===== src/rtl/llw_pkg.sv =====
package llw_pkg;
  localparam int ADDR_W = 64;
  localparam int WORD_W = 32;
  localparam int REG_AW = 5;

  localparam logic [REG_AW-1:0] OFF_ENABLE   = 5'h00;
  localparam logic [REG_AW-1:0] OFF_DOORBELL = 5'h04;
  localparam logic [REG_AW-1:0] OFF_PTR_LO   = 5'h08;
  localparam logic [REG_AW-1:0] OFF_PTR_HI   = 5'h0C;
  localparam logic [REG_AW-1:0] OFF_CYCSYNC  = 5'h10;
  localparam logic [REG_AW-1:0] OFF_LLCTRL   = 5'h14;
  localparam logic [REG_AW-1:0] OFF_STATUS   = 5'h18;

  // control word bit positions (decoded by the walker, written by software)
  localparam int CB_CYCLE   = 0;
  localparam int CB_TOGGLE  = 1;
  localparam int CB_LINK    = 2;
  localparam int CB_IRQ_LOC = 3;
  localparam int CB_IRQ_REM = 4;

  localparam int DATA_WORDS = 6;
  localparam int LINK_WORDS = 3;
  localparam int IDX_W      = $clog2(DATA_WORDS);
  localparam int DATA_BYTES = DATA_WORDS * (WORD_W / 8);

  typedef enum logic [1:0] {
    ST_IDLE = 2'd0,
    ST_RUN  = 2'd1,
    ST_ERR  = 2'd2,
    ST_DONE = 2'd3
  } chan_status_e;

  typedef struct packed {
    logic [ADDR_W-1:0] src;
    logic [ADDR_W-1:0] dst;
    logic [WORD_W-1:0] len;
    logic              irq_loc;
    logic              irq_rem;
  } xfer_cmd_t;

  function automatic logic [ADDR_W-1:0] word_addr(input logic [ADDR_W-1:0] base,
                                                  input logic [IDX_W-1:0] idx);
    return base + ADDR_W'({idx, 2'b00});
  endfunction

  function automatic logic [ADDR_W-1:0] after_data(input logic [ADDR_W-1:0] base);
    return base + ADDR_W'(DATA_BYTES);
  endfunction

  function automatic logic is_owned(input logic cycle_bit, input logic ccs);
    return cycle_bit == ccs;
  endfunction
endpackage


===== src/rtl/llw_regs.sv =====
module llw_regs
  import llw_pkg::*;
(
  input  logic                clk,
  input  logic                rst_n,
  input  logic                wr_en,
  input  logic [REG_AW-1:0]   addr,
  input  logic                wbit0,
  output logic                chan_en,
  output logic                ll_en,
  output logic                db_pulse,
  output logic                ptr_lo_we,
  output logic                ptr_hi_we,
  output logic                cs_we,
  input  logic [ADDR_W-1:0]   ptr,
  input  logic                ccs,
  input  logic                cs_flag,
  input  logic [1:0]          status,
  output logic [WORD_W-1:0]   rdata
);
  assign db_pulse  = wr_en && (addr == OFF_DOORBELL) && wbit0;
  assign ptr_lo_we = wr_en && (addr == OFF_PTR_LO);
  assign ptr_hi_we = wr_en && (addr == OFF_PTR_HI);
  assign cs_we     = wr_en && (addr == OFF_CYCSYNC);

  always_ff @(posedge clk or negedge rst_n) begin
    if (!rst_n) begin
      chan_en <= 1'b0;
      ll_en   <= 1'b0;
    end else if (wr_en) begin
      if (addr == OFF_ENABLE) chan_en <= wbit0;
      if (addr == OFF_LLCTRL) ll_en   <= wbit0;
    end
  end

  always_comb begin
    rdata = '0;
    unique case (addr)
      OFF_ENABLE:  rdata = {31'd0, chan_en};
      OFF_PTR_LO:  rdata = ptr[WORD_W-1:0];
      OFF_PTR_HI:  rdata = ptr[ADDR_W-1:WORD_W];
      OFF_CYCSYNC: rdata = {30'd0, cs_flag, ccs};
      OFF_LLCTRL:  rdata = {31'd0, ll_en};
      OFF_STATUS:  rdata = {30'd0, status};
      default:     rdata = '0;
    endcase
  end
endmodule


===== src/rtl/llw_walker.sv =====
module llw_walker
  import llw_pkg::*;
(
  input  logic                clk,
  input  logic                rst_n,
  input  logic                chan_en,
  input  logic                ll_en,
  input  logic                db_pulse,
  input  logic                ptr_lo_we,
  input  logic                ptr_hi_we,
  input  logic                cs_we,
  input  logic [WORD_W-1:0]   wdata,
  output logic [ADDR_W-1:0]   ptr,
  output logic                ccs,
  output logic                cs_flag,
  output logic [1:0]          status,
  output logic                mem_req,
  output logic [ADDR_W-1:0]   mem_addr,
  input  logic                mem_ack,
  input  logic                mem_rvalid,
  input  logic [WORD_W-1:0]   mem_rdata,
  output logic                ld_cmd,
  output xfer_cmd_t           ld_data,
  input  logic                stage_busy
);
  typedef enum logic [2:0] {W_IDLE, W_REQ, W_WAIT, W_CMD, W_DRAIN} wstate_e;

  wstate_e          state;
  chan_status_e     stat_q;
  logic [IDX_W-1:0] widx;
  logic [4:1]       ctrl_q;
  logic [WORD_W-1:0] len_q, src_lo, src_hi, dst_lo, dst_hi;

  // named events for the properties below
  logic             idle, start_fetch, start_refused, rsp;
  logic [4:1]       ctrl_flags;
  logic             not_owned, last_word, link_done, data_done, toggle_now, issue;
  logic [ADDR_W-1:0] link_target;

  assign idle          = (state == W_IDLE);
  assign start_fetch   = db_pulse && idle && chan_en && ll_en;
  assign start_refused = db_pulse && idle && !(chan_en && ll_en);
  assign rsp           = (state == W_WAIT) && mem_rvalid;
  assign ctrl_flags    = (widx == '0) ? mem_rdata[4:1] : ctrl_q;
  assign not_owned     = rsp && (widx == '0) && !is_owned(mem_rdata[CB_CYCLE], ccs);
  assign last_word     = rsp && !not_owned &&
                         (ctrl_flags[CB_LINK] ? (widx == IDX_W'(LINK_WORDS-1))
                                              : (widx == IDX_W'(DATA_WORDS-1)));
  assign link_done     = last_word && ctrl_flags[CB_LINK];
  assign data_done     = last_word && !ctrl_flags[CB_LINK];
  assign toggle_now    = link_done && ctrl_flags[CB_TOGGLE];
  assign issue         = (state == W_CMD) && !stage_busy;
  assign link_target   = {mem_rdata, len_q};

  assign mem_req  = (state == W_REQ);
  assign mem_addr = word_addr(ptr, widx);
  assign status   = stat_q;
  assign ld_cmd   = issue;
  assign ld_data  = '{src: {src_hi, src_lo}, dst: {dst_hi, dst_lo}, len: len_q,
                      irq_loc: ctrl_q[CB_IRQ_LOC], irq_rem: ctrl_q[CB_IRQ_REM]};

  always_ff @(posedge clk or negedge rst_n) begin
    if (!rst_n) begin
      state   <= W_IDLE;
      stat_q  <= ST_IDLE;
      ptr     <= '0;
      ccs     <= 1'b0;
      cs_flag <= 1'b0;
      widx    <= '0;
      ctrl_q  <= '0;
      len_q   <= '0;
      src_lo  <= '0;
      src_hi  <= '0;
      dst_lo  <= '0;
      dst_hi  <= '0;
    end else begin
      if (rsp) begin
        unique case (widx)
          3'd0:    ctrl_q <= mem_rdata[4:1];
          3'd1:    len_q  <= mem_rdata;
          3'd2:    src_lo <= mem_rdata;
          3'd3:    src_hi <= mem_rdata;
          3'd4:    dst_lo <= mem_rdata;
          default: dst_hi <= mem_rdata;
        endcase
      end
      unique case (state)
        W_IDLE: begin
          if (ptr_lo_we) ptr[WORD_W-1:0] <= wdata;
          if (ptr_hi_we) ptr[ADDR_W-1:WORD_W] <= wdata;
          if (cs_we) begin
            ccs     <= wdata[0];
            cs_flag <= 1'b0;
          end
          if (start_fetch) begin
            state  <= W_REQ;
            widx   <= '0;
            stat_q <= ST_RUN;
          end else if (start_refused) begin
            stat_q <= ST_ERR;
          end
        end
        W_REQ: if (mem_ack) state <= W_WAIT;
        W_WAIT: begin
          if (rsp) begin
            if (not_owned) begin
              state <= W_DRAIN;
            end else if (link_done) begin
              ptr   <= link_target;
              widx  <= '0;
              state <= W_REQ;
              if (toggle_now) begin
                ccs     <= !ccs;
                cs_flag <= 1'b1;
              end
            end else if (data_done) begin
              state <= W_CMD;
            end else begin
              widx  <= widx + 1'b1;
              state <= W_REQ;
            end
          end
        end
        W_CMD: begin
          if (issue) begin
            ptr   <= after_data(ptr);
            widx  <= '0;
            state <= W_REQ;
          end
        end
        W_DRAIN: begin
          if (!stage_busy) begin
            stat_q <= ST_DONE;
            state  <= W_IDLE;
          end
        end
        default: state <= W_IDLE;
      endcase
    end
  end

  // outstanding-read tracker kept apart from the FSM for R11
  logic [1:0] rd_outst;
  always_ff @(posedge clk or negedge rst_n) begin
    if (!rst_n) rd_outst <= '0;
    else rd_outst <= rd_outst + {1'b0, mem_req && mem_ack} - {1'b0, mem_rvalid};
  end

  assert_one_read_R11: assert property (@(posedge clk) disable iff (!rst_n)
    mem_req |-> rd_outst == 2'd0);
  assert_start_R2: assert property (@(posedge clk) disable iff (!rst_n)
    start_fetch |=> (status == 2'd1) && mem_req);
  assert_refuse_R2: assert property (@(posedge clk) disable iff (!rst_n)
    start_refused |=> (status == 2'd2) && !mem_req);
  assert_advance_R6: assert property (@(posedge clk) disable iff (!rst_n)
    issue |=> ptr == $past(ptr) + 64'd24);
  assert_stop_hold_R4: assert property (@(posedge clk) disable iff (!rst_n)
    not_owned |=> (ptr == $past(ptr)) && !mem_req);
  assert_toggle_R7: assert property (@(posedge clk) disable iff (!rst_n)
    toggle_now |=> (ccs != $past(ccs)) && cs_flag);
  assert_ignore_cs_R9: assert property (@(posedge clk) disable iff (!rst_n)
    (!idle && cs_we && !toggle_now) |=> ccs == $past(ccs));
endmodule


===== src/rtl/llw_cmd_stage.sv =====
module llw_cmd_stage
  import llw_pkg::*;
(
  input  logic       clk,
  input  logic       rst_n,
  input  logic       ld,
  input  xfer_cmd_t  ld_data,
  output logic       busy,
  output logic       cmd_valid,
  input  logic       cmd_ready,
  output xfer_cmd_t  cmd
);
  always_ff @(posedge clk or negedge rst_n) begin
    if (!rst_n) begin
      cmd_valid <= 1'b0;
      cmd       <= '0;
    end else if (ld) begin
      cmd_valid <= 1'b1;
      cmd       <= ld_data;
    end else if (cmd_ready) begin
      cmd_valid <= 1'b0;
    end
  end
  assign busy = cmd_valid;

  assert_hold_R5: assert property (@(posedge clk) disable iff (!rst_n)
    (cmd_valid && !cmd_ready) |=> cmd_valid && $stable(cmd));
  assert_no_overwrite_R6: assert property (@(posedge clk) disable iff (!rst_n)
    ld |-> !cmd_valid);
endmodule


===== src/rtl/ll_desc_walker.sv =====
module ll_desc_walker
  import llw_pkg::*;
(
  input  logic                clk,
  input  logic                rst_n,
  input  logic                reg_wr,
  input  logic [REG_AW-1:0]   reg_addr,
  input  logic [WORD_W-1:0]   reg_wdata,
  output logic [WORD_W-1:0]   reg_rdata,
  output logic                mem_req,
  output logic [ADDR_W-1:0]   mem_addr,
  input  logic                mem_ack,
  input  logic                mem_rvalid,
  input  logic [WORD_W-1:0]   mem_rdata,
  output logic                cmd_valid,
  input  logic                cmd_ready,
  output logic [ADDR_W-1:0]   cmd_src,
  output logic [ADDR_W-1:0]   cmd_dst,
  output logic [WORD_W-1:0]   cmd_len,
  output logic                cmd_irq_local,
  output logic                cmd_irq_remote
);
  logic chan_en, ll_en, db_pulse, ptr_lo_we, ptr_hi_we, cs_we;
  logic [ADDR_W-1:0] ptr;
  logic ccs, cs_flag, ld_cmd, stage_busy;
  logic [1:0] status;
  xfer_cmd_t ld_data, cmd;

  llw_regs u_regs (
    .clk(clk), .rst_n(rst_n), .wr_en(reg_wr), .addr(reg_addr), .wbit0(reg_wdata[0]),
    .chan_en(chan_en), .ll_en(ll_en), .db_pulse(db_pulse), .ptr_lo_we(ptr_lo_we),
    .ptr_hi_we(ptr_hi_we), .cs_we(cs_we), .ptr(ptr), .ccs(ccs), .cs_flag(cs_flag),
    .status(status), .rdata(reg_rdata)
  );

  llw_walker u_walk (
    .clk(clk), .rst_n(rst_n), .chan_en(chan_en), .ll_en(ll_en), .db_pulse(db_pulse),
    .ptr_lo_we(ptr_lo_we), .ptr_hi_we(ptr_hi_we), .cs_we(cs_we), .wdata(reg_wdata),
    .ptr(ptr), .ccs(ccs), .cs_flag(cs_flag), .status(status),
    .mem_req(mem_req), .mem_addr(mem_addr), .mem_ack(mem_ack),
    .mem_rvalid(mem_rvalid), .mem_rdata(mem_rdata),
    .ld_cmd(ld_cmd), .ld_data(ld_data), .stage_busy(stage_busy)
  );

  llw_cmd_stage u_out (
    .clk(clk), .rst_n(rst_n), .ld(ld_cmd), .ld_data(ld_data), .busy(stage_busy),
    .cmd_valid(cmd_valid), .cmd_ready(cmd_ready), .cmd(cmd)
  );

  assign cmd_src        = cmd.src;
  assign cmd_dst        = cmd.dst;
  assign cmd_len        = cmd.len;
  assign cmd_irq_local  = cmd.irq_loc;
  assign cmd_irq_remote = cmd.irq_rem;
endmodule


===== config.mk =====
export PLATFORM = sky130hd
export DESIGN_NAME = ll_desc_walker
export DESIGN_NICKNAME = d
export VERILOG_FILES = /design/src/rtl/llw_pkg.sv /design/src/rtl/llw_regs.sv /design/src/rtl/llw_walker.sv /design/src/rtl/llw_cmd_stage.sv /design/src/rtl/ll_desc_walker.sv
export SDC_FILE = /design/constraint.sdc
export NUM_CORES = 1
export LEC_CHECK = 0
export BUFFER_PORTS_ARGS = -buffer_cell sky130_fd_sc_hd__clkbuf_2
export CAP_MARGIN = 20
export CORE_MARGIN = 2
export CORE_UTILIZATION = 32
export DETAILED_ROUTE_END_ITERATION = 8
export SYNTH_ARGS = -nofsm -noshare
export SYNTH_HDL_FRONTEND = slang
export SYNTH_SLANG_ARGS = --single-unit

===== constraint.sdc =====
create_clock -name clk -period 3 [get_ports clk]
set_input_delay 0.3 -clock clk [delete_from_list [all_inputs] [get_ports clk]]
set_output_delay 0.3 -clock clk [all_outputs]
set_load 0.02 [all_outputs]

======== Yosys cells after proc, flatten, opt, wreduce, memory -nomap -nowiden ========
Index checks and enable logic that the tools add are counted.
storage, ports and cells
  register bits ........................... 403
  bits in latches ......................... 0
  memory bits (writable) .................. 0
  bits in read-only memories .............. 0
  bits of input ports ..................... 75
  memories kept ........................... 0
cells by class
  $add $sub $neg .......................... 3
  $mul .................................... 0
  divide/modulo/power cells ............... 0
  order comparisons ....................... 0
  eq/ne operators ......................... 29
  shift operators ......................... 0
  muxes and demuxes ....................... 44
  bitwise gates (word level) .............. 1
  reductions and logical operators ........ 47
operators by type and width
  operator                                                                count
  64-bit 2-to-1 mux                                                       4
  32-bit one-hot mux with 6 select lines                                  1
  64-bit one-hot mux with 3 select lines                                  1
  64-bit by 5-bit adder with 64-bit output                                1
  64-bit by 5-bit adder with 64-bit output (second input constant)        1
  32-bit 2-to-1 mux                                                       2
  3-bit 2-to-1 mux                                                        13
  6-bit AND reduction                                                     4
  1-bit logical AND                                                       19
  2-bit AND reduction                                                     8
  5-bit equality test (second input constant)                             3
  3-bit one-hot mux with 5 select lines                                   1
  2-bit != test (second input constant)                                   7
  1-bit 2-to-1 mux                                                        13
  3-bit by 2-bit equality test with 1-bit output (second input constant)  4
  5-bit by 4-bit equality test with 1-bit output (second input constant)  2
  2-bit 2-to-1 mux                                                        5
  3-bit equality test (second input constant)                             3
  3-bit one-hot mux with 3 select lines                                   1
  2-bit by 1-bit != test with 1-bit output (second input constant)        4
  3-bit by 1-bit equality test with 1-bit output (second input constant)  2
  1-bit zero test                                                         6
  3-bit zero test                                                         2
  2-bit nonzero test                                                      3
  13 further kinds                                                        14

======== Depth between registers and ports, before layout ========
  word-level depth ........................ 14
  mapped depth ............................ 10
  mapped depth without buffers ............ 8

======== By module ========
A second synthesis with hierarchy kept.
unflattened totals
  cell total of the unflattened synthesis .. 1,629
  area total of the unflattened synthesis .. 19,618.8 µm²
by module, submodules not included
  module         instances  cells an instance  area each (µm²)
  llw_walker     1          1,216              12,670.9
  llw_cmd_stage  1          346                6,327.3
  llw_regs       1          67                 620.6

======== Least setup slack after synthesis ========
OpenSTA, ideal clock, no wires.
  path type ............................... reg2out
  from .................................... register u_walk.widx[2]
  to ...................................... output port mem_addr[63]
  data arrival time ....................... 2.219 ns
  required time ........................... 2.700 ns
  slack ................................... 0.481 ns
  stages on the path, launching flop included .. 9
  path buffers ............................ 1
  path through ............................ dfrtp_1 -> ha_1 -> o211a_1 -> o21a_1 -> and2_1 -> buf_2 -> nand2_1 -> nor4_1 -> xor2_1
between the ends
  word-level cells in the longest chain between the ends .. 1
RTL lines
  element                                   line                  RTL
  from (decl)                               llw_walker.sv:30      logic [IDX_W-1:0] widx;
  from (signal assigned)                    llw_walker.sv:119     widx <= widx + 1'b1;
  64-bit by 5-bit adder with 64-bit output  llw_pkg.sv:43         return base + ADDR_W'({idx, 2'b00});
  to (decl)                                 ll_desc_walker.sv:11  output logic [ADDR_W-1:0] mem_addr,
Every way passes these cells.

======== Worst setup path in the final report ========
  from .................................... register u_walk.widx[0]
  to ...................................... output port mem_addr[50]
Same word-level chain as after synthesis.

==> run summary <==
The run finished with clean final reports. The run gives 62400 um^2 as the area of the die. The count of buffers inserted at the top-level ports works out to 334. The first-pass detailed-route iteration total came out at 5.

In the synthesized netlist the dominant register cell turns out to be sky130_fd_sc_hd__dfrtp_1. The worst setup slack after placement came out at 0.2580 ns. The count of endpoints failing setup in the final report is 0, and the maximum level of the CTS H-tree is 2. The critical path goes through ha_4 > fa_2 > a21o_1 > nor2b_4 > buf_6 > nand3_4 > buf_6 > nor2_2 > xor2_1 > buf_4. The critical path contains buffers and inverters numbering 3 combined. The number of global-route vias before repair came out at 15860. The tools report the first-pass GRT wire length as 105400 um. Type of the worst min-delay path: input pin to flip-flop.

The logs give 0.02087 ns for the clock skew after layout and 2134 for the net total in the final layout. Compared with the post-synthesis result, the final layout area differs by 28.73%. The logic depth of the worst path, buffers included was 10; the post-route minimum period was 2.946 ns. For this run the aggregate overflow at the end of global routing stands at 0. TritonCTS built the clock tree.

The number of storage elements in the synthesis netlist was 403; the count of standard-cell rows was 90. The tools report the number of antenna violations at the first check in global routing as 4. The synthesized design spends more area on one cell type than any other, namely sky130_fd_sc_hd__dfrtp_1. On the critical path, the stage with the largest delay is an instance of sky130_fd_sc_hd__dfrtp_1. The detail-routed net length per standard cell was 24.93 um.

The number of top-level pins was 335; the total CTS buffers was 46. Cells with a size suffix above 1 make up 48.11% of the layout. For this run, the slowest stage of the critical path takes 0.42 ns. Static timing analysis puts the maximum clock frequency at 0.3395 GHz. For this run, asynchronously set or reset flops after synthesis account for 100.0%.

Kind of cell adding the most delay to the critical path: adder cells. The worst path meets setup with 0.05428 ns of slack. After detailed routing, the number of remaining DRC violations is 0.

The cell that appears most often on the critical path is sky130_fd_sc_hd__buf_6. The Yosys step of the flow raised 0 warnings. The worst reg2reg path depth was 11. After synthesis, the cell types taking the most area are sky130_fd_sc_hd__dfrtp_1 (52%), sky130_fd_sc_hd__mux2_2 (19%), sky130_fd_sc_hd__a22o_1 (2.5%). The power density relative to cell area was 932.3 nW/um^2; the number of buffers on the longest clock path was 3. The logs give 96 for the maximum number of pins on one net before global-route repair and 0.9669 for the final estimated routing congestion in global placement. VDD sags by at most 507.0 uV. Yosys mapped a number of flops with a built-in enable equal to 0. The tools report the number of distinct library cell variants in the gate-level netlist after synthesis as 69. For this configuration, the core starts out at a cell density of 32.21%. The placed instances occupy a cell area of 22540 um^2. The portion of the post-synthesis area used by sequential elements is 52.16%. The average footprint of a synthesized cell is 11.83 um^2. Counting every sink on the clock net gives 403. The area share of the largest cell type after synthesis is 52.16%, and the reported max-cap violation count is 0. The normalized max-slew margin was 34.80%; the actual slew at the worst max-slew pin was 0.9781 ns. The worst hold path was traced through 3 stages. In this run, the number of DRC markers left after iteration 0 of detailed routing was 1021. STA classifies the critical path endpoint as a primary output. The run gives 0 as the final-report max-slew violation count. Summed over all nets, the half-perimeter wirelength after detailed placement is 53060 um. The logs give 22.45% for the total routing usage reported by global routing and 0.01208 uW for the static leakage.

The worst path uses 98.19% of the clock period. The critical path in this run is classified as flip-flop to primary output. In this run the remaining antenna-violating nets after routing total 0. In this run the vertical extent of the chip is 249.8 um. The clock latency at the later pin of the worst-skew pair is 0.57 ns, and the maximum net fanout on the critical path is 4. After floorplanning, the core was sized to cover 60020 um^2.

The arrival time at the worst endpoint is 2.65 ns. The final-layout worst hold slack is 0.06566 ns. The commonest cells after synthesis are sky130_fd_sc_hd__dfrtp_1 (403), sky130_fd_sc_hd__mux2_2 (330), sky130_fd_sc_hd__nand2_1 (91), sky130_fd_sc_hd__nor2_1 (77), sky130_fd_sc_hd__o21ai_0 (72). The post-CTS clock slew at the launch and capture registers of the worst setup and hold paths came out at 0.06 ns. Setup repair after global routing could not meet its margin everywhere.

The mapped netlist covers 19330 um^2. The run gives 2.70 ns as the required time at the endpoint of the critical path. The die extent in x was 249.8 um. STA classifies the critical path startpoint as a flip-flop.

For the count of final hold-check violations, the log shows 0. Dividing the detail-routed via count by the number of cells gives 5.390. After routing the design area is 24890 um^2.

The detailed router placed 15460 vias in this run. Clock tree synthesis selected as its root buffer the cell sky130_fd_sc_hd__clkbuf_16. The number of nets handed over by synthesis was 1720. sky130_fd_sc_hd__dfrtp_1 is the most common cell in the netlist. Summed over all layers, the routed wires come to 71520 um.

In the final timing run, aggregate negative setup slack is 0 ns. For the post-synthesis cell count, the log shows 1635.
## area by class of cell
class | instances | area (um^2)
multi-input cells | 1081 | 8930
fillers | 5648 | 35130
clock inverters | 19 | 190.2
diodes | 2 | 5.005
repair buffers | 501 | 3244
well taps | 782 | 978.4
inverters | 16 | 60.06
flip-flops and latches | 403 | 10120
clock buffers | 65 | 1364
## stage by stage
stage / total power, uW / cells / utilization (%)
floorplan: 13420 / 1635 / -
global placement: 16760 / 2742 / 37.55
detailed placement: 16950 / 2742 / 37.55
CTS: 22970 / 2848 / 40.79
global route: 24280 / 2867 / 41.46
finish: 23200 / 2869 / 41.47
## cells in the final DEF (no fill, tap or decap), types with 8 or more instances in the layout
master                      instances
sky130_fd_sc_hd__dfrtp_1          377
sky130_fd_sc_hd__mux2_2           330
sky130_fd_sc_hd__clkbuf_2         304
sky130_fd_sc_hd__buf_4            159
sky130_fd_sc_hd__nand2_1           85
sky130_fd_sc_hd__o21ai_0           72
sky130_fd_sc_hd__nor2_1            61
sky130_fd_sc_hd__a22o_1            56
sky130_fd_sc_hd__clkbuf_16         47
sky130_fd_sc_hd__nand4_1           38
sky130_fd_sc_hd__xor2_1            38
sky130_fd_sc_hd__nand3_1           36
sky130_fd_sc_hd__a22oi_1           34
sky130_fd_sc_hd__a21oi_1           27
sky130_fd_sc_hd__dfrtp_2           26
sky130_fd_sc_hd__xnor2_1           21
sky130_fd_sc_hd__nor3_1            17
sky130_fd_sc_hd__inv_1             16
sky130_fd_sc_hd__buf_12            16
sky130_fd_sc_hd__and3_1            15
sky130_fd_sc_hd__nor4_1            14
sky130_fd_sc_hd__o31ai_1           13
sky130_fd_sc_hd__o21ai_1           13
sky130_fd_sc_hd__clkbuf_8          12
sky130_fd_sc_hd__o2bb2ai_1         11
sky130_fd_sc_hd__clkinv_2          11
sky130_fd_sc_hd__and4_1            10
sky130_fd_sc_hd__a31oi_1           10
sky130_fd_sc_hd__a41oi_1           10
sky130_fd_sc_hd__nor2_2             9
sky130_fd_sc_hd__a221oi_1           9
sky130_fd_sc_hd__nor2_4             8
## tightest hold or removal path, delay by kind of cell
family | cells | cell delay [ns]
AO/OA/AOI/OAI | 2 | 0.18
buffers and inverters | 1 | 0.11
## cells by family after synthesis
logic type | count (synthesis) | synth area share, %
compound gates | 300 | 10.82
simple gates | 369 | 10.31
xor+xnor | 66 | 2.990
mux | 336 | 19.53
flops | 403 | 52.16
fa+ha+maj | 10 | 0.6860
buf+inv | 151 | 3.507
## per-layer routing
metal	GRT usage [%]	up-vias	routed length (um)	part of all wire, %
li1	-	6824	-	-
met1	29.54	7891	30620	43
met2	36.03	606	33050	46
met3	5.715	138	5418	7.6
met4	7.487	4	2412	3.4
met5	0	-	18	0.025
## final timing paths
path	from	slack [ns]	to
worst max register to register	u_walk.ptr[3]	0.21	u_walk.ptr[45]
worst min register to register	u_walk.dst_hi[23]	0.48	u_walk.dst_hi[23]
min in group asynchronous	rst_n	0.33	u_walk.state[1]
max in group asynchronous	rst_n	1.72	u_out.cmd[28]
worst max-delay path	u_walk.widx[0]	0.05	mem_addr[50]
worst min-delay path	reg_wdata[4]	0.07	u_walk.ptr[4]
## state kept, by name (all words and copies together) (netlist names)
signal          count
u_walk.state        3
u_walk.dst_lo      32
u_walk.ctrl_q       4
u_out.busy          1
u_walk.widx         3
u_walk.src_lo      32
u_walk.status       2
u_walk.ccs          1
u_walk.len_q       32
u_regs.chan_en      1
u_walk.src_hi      32
u_regs.ll_en        1
u_walk.cs_flag      1
u_walk.dst_hi      32
u_out.cmd         162
u_walk.ptr         64
## report_power, final
| part | switching [uW] | total, uW | internal [uW] |
|---|---|---|---|
| Sequential | 1460 | 8260 | 6800 |
| Clock | 2330 | 5760 | 3430 |
| Combinational | 5390 | 9190 | 3800 |
| Total | 9180 | 23200 | 14000 |
## repair_timing
item                                    in CTS  in global routing
pin swaps                                   10                 20
setup buffers                               18                 19
hold endpoints to repair                    87                  0
resized for setup                           64                 91
hold buffers                                 4                  0
endpoints found under the setup margin      47                 38
Power figures use the tool's default switching activity.
